File: config.mk
export PLATFORM = sky130hd
export DESIGN_NAME = pwr_seq_arbiter
export DESIGN_NICKNAME = d
export VERILOG_FILES = /design/src/rtl/pwr_seq_pkg.sv /design/src/rtl/prio_pick.sv /design/src/rtl/window_timer.sv /design/src/rtl/pg_qualifier.sv /design/src/rtl/pwr_seq_arbiter.sv
export SDC_FILE = /design/constraint.sdc
export NUM_CORES = 1
export LEC_CHECK = 0
export ABC_AREA = 1
export CORE_MARGIN = 3
export CORE_UTILIZATION = 53
export DETAILED_ROUTE_END_ITERATION = 16
export DONT_BUFFER_PORTS = 1
export HOLD_SLACK_MARGIN = 0.05
export PLACE_DENSITY_LB_ADDON = 0.2
export REMOVE_ABC_BUFFERS = 1
export SKIP_CTS_REPAIR_TIMING = 1
export SLEW_MARGIN = 20
export SYNTH_ARGS = -nofsm -noshare
export SYNTH_HDL_FRONTEND = slang
export SYNTH_SLANG_ARGS = --single-unit
File: constraint.sdc
create_clock -name clk -period 4.5 [get_ports clk]
set_input_delay 0.45 -clock clk [delete_from_list [all_inputs] [get_ports clk]]
set_output_delay 0.45 -clock clk [all_outputs]
set_load 0.02 [all_outputs]
File: src/rtl/pwr_seq_pkg.sv
// Shared helpers for the power sequencer.
// Assumes one-hot vectors of at most 32 bits.
package pwr_seq_pkg;

    // Index of the single set bit of a one-hot vector (0 when empty).
    function automatic int unsigned oh_index(input logic [31:0] v);
        int unsigned idx;
        idx = 0;
        for (int i = 0; i < 32; i++) begin
            if (v[i]) idx = i;
        end
        return idx;
    endfunction

endpackage

File: src/rtl/prio_pick.sv
// Fixed-priority picker: keeps only the lowest set bit of req.
// Assumes N >= 1; purely combinational.
module prio_pick #(
    parameter int N = 4
) (
    input  logic [N-1:0] req,
    output logic [N-1:0] grant
);
    logic [N:0] seen;

    assign seen[0] = 1'b0;

    // Chain of "a lower bit already asked" flags.
    for (genvar i = 0; i < N; i++) begin : g_chain
        assign seen[i+1] = seen[i] | req[i];
        assign grant[i]  = req[i] & ~seen[i];
    end

    always_comb begin
        assert (!(|(grant & (grant - 1'b1))))
            else $error("AST_GRANT_ONEHOT");
    end
endmodule

File: src/rtl/window_timer.sv
// One-shot window: start opens a window of CYC cycles; done is high in
// its last cycle. abort closes it at once. Assumes CYC >= 1 and that
// start is only raised while the window is closed.
module window_timer #(
    parameter int CYC = 8
) (
    input  logic clk,
    input  logic rst_n,
    input  logic start,
    input  logic abort,
    output logic busy,
    output logic done
);
    localparam int CW = $clog2(CYC + 1);
    localparam logic [CW-1:0] LOAD = CW'(CYC - 1);

    logic [CW-1:0] cnt;

    // Load, count down and close the window.
    always_ff @(posedge clk) begin
        if (!rst_n) begin
            busy <= 1'b0;
            cnt  <= '0;
        end else if (abort) begin
            busy <= 1'b0;
            cnt  <= '0;
        end else if (start) begin
            busy <= 1'b1;
            cnt  <= LOAD;
        end else if (busy) begin
            if (cnt == '0) busy <= 1'b0;
            else           cnt  <= cnt - 1'b1;
        end
    end

    assign done = busy && (cnt == '0);

    AST_START_WHILE_IDLE: assert property (@(posedge clk) disable iff (!rst_n)
        start |-> !busy) else $error("AST_START_WHILE_IDLE");
endmodule

File: src/rtl/pg_qualifier.sv
// Power-good qualifier for one port: rises after pok and the gate have
// been high at QCYC+1 consecutive edges, falls at the first low sample.
// Assumes QCYC >= 1.
module pg_qualifier #(
    parameter int QCYC = 16
) (
    input  logic clk,
    input  logic rst_n,
    input  logic pok,
    input  logic gate,
    output logic pgood
);
    localparam int CW = $clog2(QCYC + 1);
    localparam logic [CW-1:0] LIM = CW'(QCYC);

    logic [CW-1:0] cnt;
    logic          live;

    assign live = pok & gate;

    // Count consecutive good samples and set or clear pgood.
    always_ff @(posedge clk) begin
        if (!rst_n || !live) begin
            cnt   <= '0;
            pgood <= 1'b0;
        end else if (cnt == LIM) begin
            pgood <= 1'b1;
        end else begin
            cnt <= cnt + 1'b1;
        end
    end

    AST_PG_DROP: assert property (@(posedge clk) disable iff (!rst_n)
        !pok |=> !pgood) else $error("AST_PG_DROP");
    AST_PG_NEEDS_GATE: assert property (@(posedge clk) disable iff (!rst_n)
        !gate |=> !pgood) else $error("AST_PG_NEEDS_GATE");
endmodule

File: src/rtl/pwr_seq_arbiter.sv
// Four-port power sequencer. Grants turn-ons one at a time with a startup
// window, spaces turn-offs by a shutdown window, lowest index first for
// both, drops all ports on emergency and qualifies power-good per port.
// Assumes all inputs are synchronous to clk; window lengths are >= 1.
module pwr_seq_arbiter
    import pwr_seq_pkg::*;
#(
    parameter int N         = 4,
    parameter int START_CYC = 62500,
    parameter int SHUT_CYC  = 125000,
    parameter int PGQ_CYC   = 250000
) (
    input  logic         clk,
    input  logic         rst_n,
    input  logic [N-1:0] on_req,
    input  logic [N-1:0] off_cmd,
    input  logic [N-1:0] pok,
    input  logic         acd_en,
    input  logic         osc_fail,
    input  logic         emerg_rst,
    input  logic         therm_shdn,
    output logic [N-1:0] gate_en,
    output logic [N-1:0] pwr_en,
    output logic [N-1:0] pgood,
    output logic [N-1:0] pg_chg
);
    localparam int IW = (N > 1) ? $clog2(N) : 1;

    logic          emerg, osc_block;
    logic [N-1:0]  on_elig, off_elig, on_grant, off_grant;
    logic [N-1:0]  gate_q, pwr_q, chg_q, gate_d, pwr_d, done_vec;
    logic          st_busy, st_done, sh_busy, sh_done;
    logic [IW-1:0] st_port;

    assign emerg     = emerg_rst | therm_shdn;
    assign osc_block = acd_en & osc_fail;

    // Ports that may be granted a turn-on or a turn-off this cycle.
    always_comb begin
        on_elig  = on_req & ~gate_q & ~off_cmd
                   & {N{~st_busy & ~osc_block & ~emerg}};
        off_elig = off_cmd & pwr_q & {N{~sh_busy & ~emerg}};
    end

    prio_pick #(.N(N)) u_on_pick  (.req(on_elig),  .grant(on_grant));
    prio_pick #(.N(N)) u_off_pick (.req(off_elig), .grant(off_grant));

    window_timer #(.CYC(START_CYC)) u_start_win (
        .clk(clk), .rst_n(rst_n), .start(|on_grant), .abort(emerg),
        .busy(st_busy), .done(st_done)
    );

    window_timer #(.CYC(SHUT_CYC)) u_shut_win (
        .clk(clk), .rst_n(rst_n), .start(|off_grant), .abort(emerg),
        .busy(sh_busy), .done(sh_done)
    );

    // Next gate and powered state from grants, window end and emergency.
    always_comb begin
        done_vec = '0;
        if (st_done) done_vec[st_port] = 1'b1;
        if (emerg) begin
            gate_d = '0;
            pwr_d  = '0;
        end else begin
            gate_d = (gate_q | on_grant) & ~off_grant;
            pwr_d  = (pwr_q | done_vec) & ~off_grant;
        end
    end

    // Port state registers and the change pulse.
    always_ff @(posedge clk) begin
        if (!rst_n) begin
            gate_q <= '0;
            pwr_q  <= '0;
            chg_q  <= '0;
        end else begin
            gate_q <= gate_d;
            pwr_q  <= pwr_d;
            chg_q  <= pwr_d ^ pwr_q;
        end
    end

    // Remember which port owns the startup window.
    always_ff @(posedge clk) begin
        if (!rst_n)         st_port <= '0;
        else if (|on_grant) st_port <= IW'(oh_index(32'(on_grant)));
    end

    for (genvar i = 0; i < N; i++) begin : g_pg
        pg_qualifier #(.QCYC(PGQ_CYC)) u_pgq (
            .clk(clk), .rst_n(rst_n), .pok(pok[i]), .gate(gate_q[i]),
            .pgood(pgood[i])
        );
    end

    assign gate_en = gate_q;
    assign pwr_en  = pwr_q;
    assign pg_chg  = chg_q;

    AST_LOWEST_FIRST: assert property (@(posedge clk) disable iff (!rst_n)
        |on_elig |=> $countones(gate_q & ~$past(gate_q)) == 1) else $error("AST_LOWEST_FIRST");
    AST_ONE_START: assert property (@(posedge clk) disable iff (!rst_n)
        |(gate_q & ~$past(gate_q)) |-> !$past(st_busy)) else $error("AST_ONE_START");
    AST_OSC_BLOCK: assert property (@(posedge clk) disable iff (!rst_n)
        |(gate_q & ~$past(gate_q)) |-> !($past(acd_en) && $past(osc_fail))) else $error("AST_OSC_BLOCK");
    AST_SHUT_GAP: assert property (@(posedge clk) disable iff (!rst_n)
        (|(~pwr_q & $past(pwr_q)) && !$past(emerg)) |-> !$past(sh_busy)) else $error("AST_SHUT_GAP");
    AST_EMERG_OFF: assert property (@(posedge clk) disable iff (!rst_n)
        emerg |=> (gate_q == '0 && pwr_q == '0)) else $error("AST_EMERG_OFF");
    AST_CHG_PULSE: assert property (@(posedge clk) disable iff (!rst_n)
        $past(rst_n) |-> (pg_chg == (pwr_q ^ $past(pwr_q)))) else $error("AST_CHG_PULSE");
    AST_OFF_MASKS_ON: assert property (@(posedge clk) disable iff (!rst_n)
        |(off_cmd & ~gate_q) |=> !(|($past(off_cmd) & ~$past(gate_q) & gate_q))) else $error("AST_OFF_MASKS_ON");
endmodule

==> reports/results.ini <==
[run_status]
status = finished, final reports clean

[floorplanning]
die_w_um = 117
core_area_um2 = 12100
die_y_um = 117
rows = 40
dieArea_um2 = 13800
ios = 34
initial_core_util = 0.545

[sta]
finalSetupViolations = 0
fin_crit_sh = 0.458
rsz0062_at_grt = false
fin_tns_setup_ns = 0
finClkSkew_ns = 0.00930
worstMarginPinSlew_ns = 0.953
slew_headroom = 0.362
fmaxAchievable_mhz = 486
final_max_slew_viol_count = 0
min_period_ns = 2.06
finalHoldViolations = 0

[final_layout]
layout-drive-gt1-share = 0.0764
nets = 984
diodes = 0
fillers = 1112
syn2layout_area_growth_pct = 9.90
final_util = 0.599
stdcell_count = 1137
fin_area_um2 = 7220

[cts]
cts_buffer_depth = 2
h-tree-depth = 4
clk_pin_slew_worst_paths_ns = 0.06
cts_tree = yes
clk_latency_ns = 0.42
cts_buffers = 17
root_buffer = clkbuf_16
cts_sinks = 125

[synth]
synth_compound_area_frac = 0.109
yosys.area_share.xor_xnor = 0.0280
synth_top_area_frac = 0.381
synth_most_common_cell = nand2_1
synth_top_family_by_area = simple AND/OR/NAND/NOR gates
synthAdderAreaFrac = 0.0190
synthDistinctLibCells = 42
synth-seq-area-share = 0.381
synth_edf_count = 0
synth_common_cells = nand2_1, nor2_1, inv_1
netlist_instances = 958
synth_simple_gate_area_frac = 0.365
syn_area_um2 = 6570
yosysWarnings = 0
avgSynthCellArea_um2 = 6.86
synthFlopType = dfxtp_1
synthArstFlopShare = 0
ys_ff_latch = 125
synthMuxAreaShare = 0
synth_area_leaders = dfxtp_1, nand2_1, nor2_1, inv_1, a21oi_1
synth_area_leader_cell = dfxtp_1

[routing]
ant_nets = 0
wl_per_cell_um = 12.1
drtIter0Drc = 395
drc = 0
routed-via-count = 5792
vias_per_cell = 5.09
dr.pass1.iters = 5
routed_wl_um = 13700

[placed_design]
detailed_place_hpwl_um = 10000
placed_cell_area_um2 = 6630
port-buffer-count = 0
place_inst = 1105
place_congestion = 0.863

[global_route]
grt_pass1_wl_um = 24200
grt_overflow = 0
antenna_found_initial = 0
grt_max_degree = 22
grt_pass1_vias = 5165
grt_util_all_layers = 0.211

[worst_setup_path]
reg2reg_depth = 6
path_max_fanout = 16
crit_required_ns = 4.83
cp_data_arrival_time_ns = 2.39
path_class = in2reg
cp-end-kind = flip-flop
cp-start-kind = input pin

[pwr]
ir_drop_uv = 215
p_leak_uw = 0.00285
p_per_area_nw_per_um2 = 350

[worst_hold_path]
hold_depth = 2
hold_class = in2reg

[flow_run]
cap_viol_max_count = 0

layer usage:
layer  vias to the layer above  share of wire  track usage
met4                         0          0.015       0.0711
met5                         -              0            0
met2                       117           0.45        0.323
li1                       3105              -            -
met3                        17          0.045       0.0656
met1                      2553           0.49        0.284
critical path: stages:
cell and delay (ns):
nor2_4 0.26, inv_1 0.10, nor2_1 0.73, inv_1 0.52
a211oi_1 0.32
logic make-up (layout without fill, tap and decap cells):
logic type | after synthesis | after routing
xor gates and xnor gates | 21 | 21
and+or+nand+nor | 516 | 516
adders and majority gates | 10 | 10
AOI/OAI and AO/OA | 135 | 135
DFF | 125 | 125
buffers and inverters | 151 | 162
state kept, by name, indices dropped and copies added, names as in the netlist:
name / count
g_pg.u_pgq.cnt: 72
u_shut_win.cnt: 17
u_start_win.cnt: 16
g_pg.u_pgq.pgood: 4
gate_en: 4
pg_chg: 4
pwr_en: 4
st_port: 2
u_shut_win.busy: 1
u_start_win.busy: 1
stage by stage:
step	power (µW)	hold WS [ns]	setup slack (ns)
2_1_floorplan	1180	0.440	2.64
3_3_place_gp	1190	0.469	2.11
3_5_place_dp	1190	0.470	2.02
4_1_cts	2570	0.168	2.45
5_1_grt	2630	0.175	2.26
6_report	2530	0.192	2.44
layout by cell type (no fill, tap or decap), types with 4 or more instances in the layout:
master and count:
a21oi_1 65, a21oi_2 4, clkbuf_16 17, dfxtp_1 125, ha_1 10, inv_1 126, inv_6 5, nand2_1 191
nand2_2 4, nand2_4 4, nand3_1 62, nand4_1 31, nor2_1 156, nor2_2 7, nor2_4 6, nor3_1 28
nor3_4 5, nor4_1 6, o21ai_0 55, xor2_1 19
path summary, 6_finish.rpt:
path / start / end / slack (ns)
hold reg to reg: g_pg[1].u_pgq.cnt[16]$_SDFFE_PP0P_ / g_pg[1].u_pgq.cnt[16]$_SDFFE_PP0P_ / 0.48
setup / recovery: therm_shdn / gate_en[2]$_SDFF_PP0_ / 2.44
setup reg to reg: u_shut_win.busy$_SDFF_PP0_ / u_shut_win.cnt[10]$_SDFFE_PP0P_ / 2.61
hold / removal: rst_n / pwr_en[3]$_SDFF_PN0_ / 0.19
area by class of cell:
cell class,instances,area [µm²],area share
Clock buffer,18,439,0.0608
Clock inverter,14,158,0.0218
Inverter,130,490,0.0679
Multi-Input combinational cell,682,3420,0.474
Sequential cell,125,2500,0.346
Tap cell,168,210,0.0291
report_power, final:
part,leakage (µW),switching [µW],internal [µW]
registers,0.00101,3.77,1110
clock network,0.000284,525,838
logic,0.00155,37.5,17.4
No activity file was read; power rests on OpenSTA's default activity.
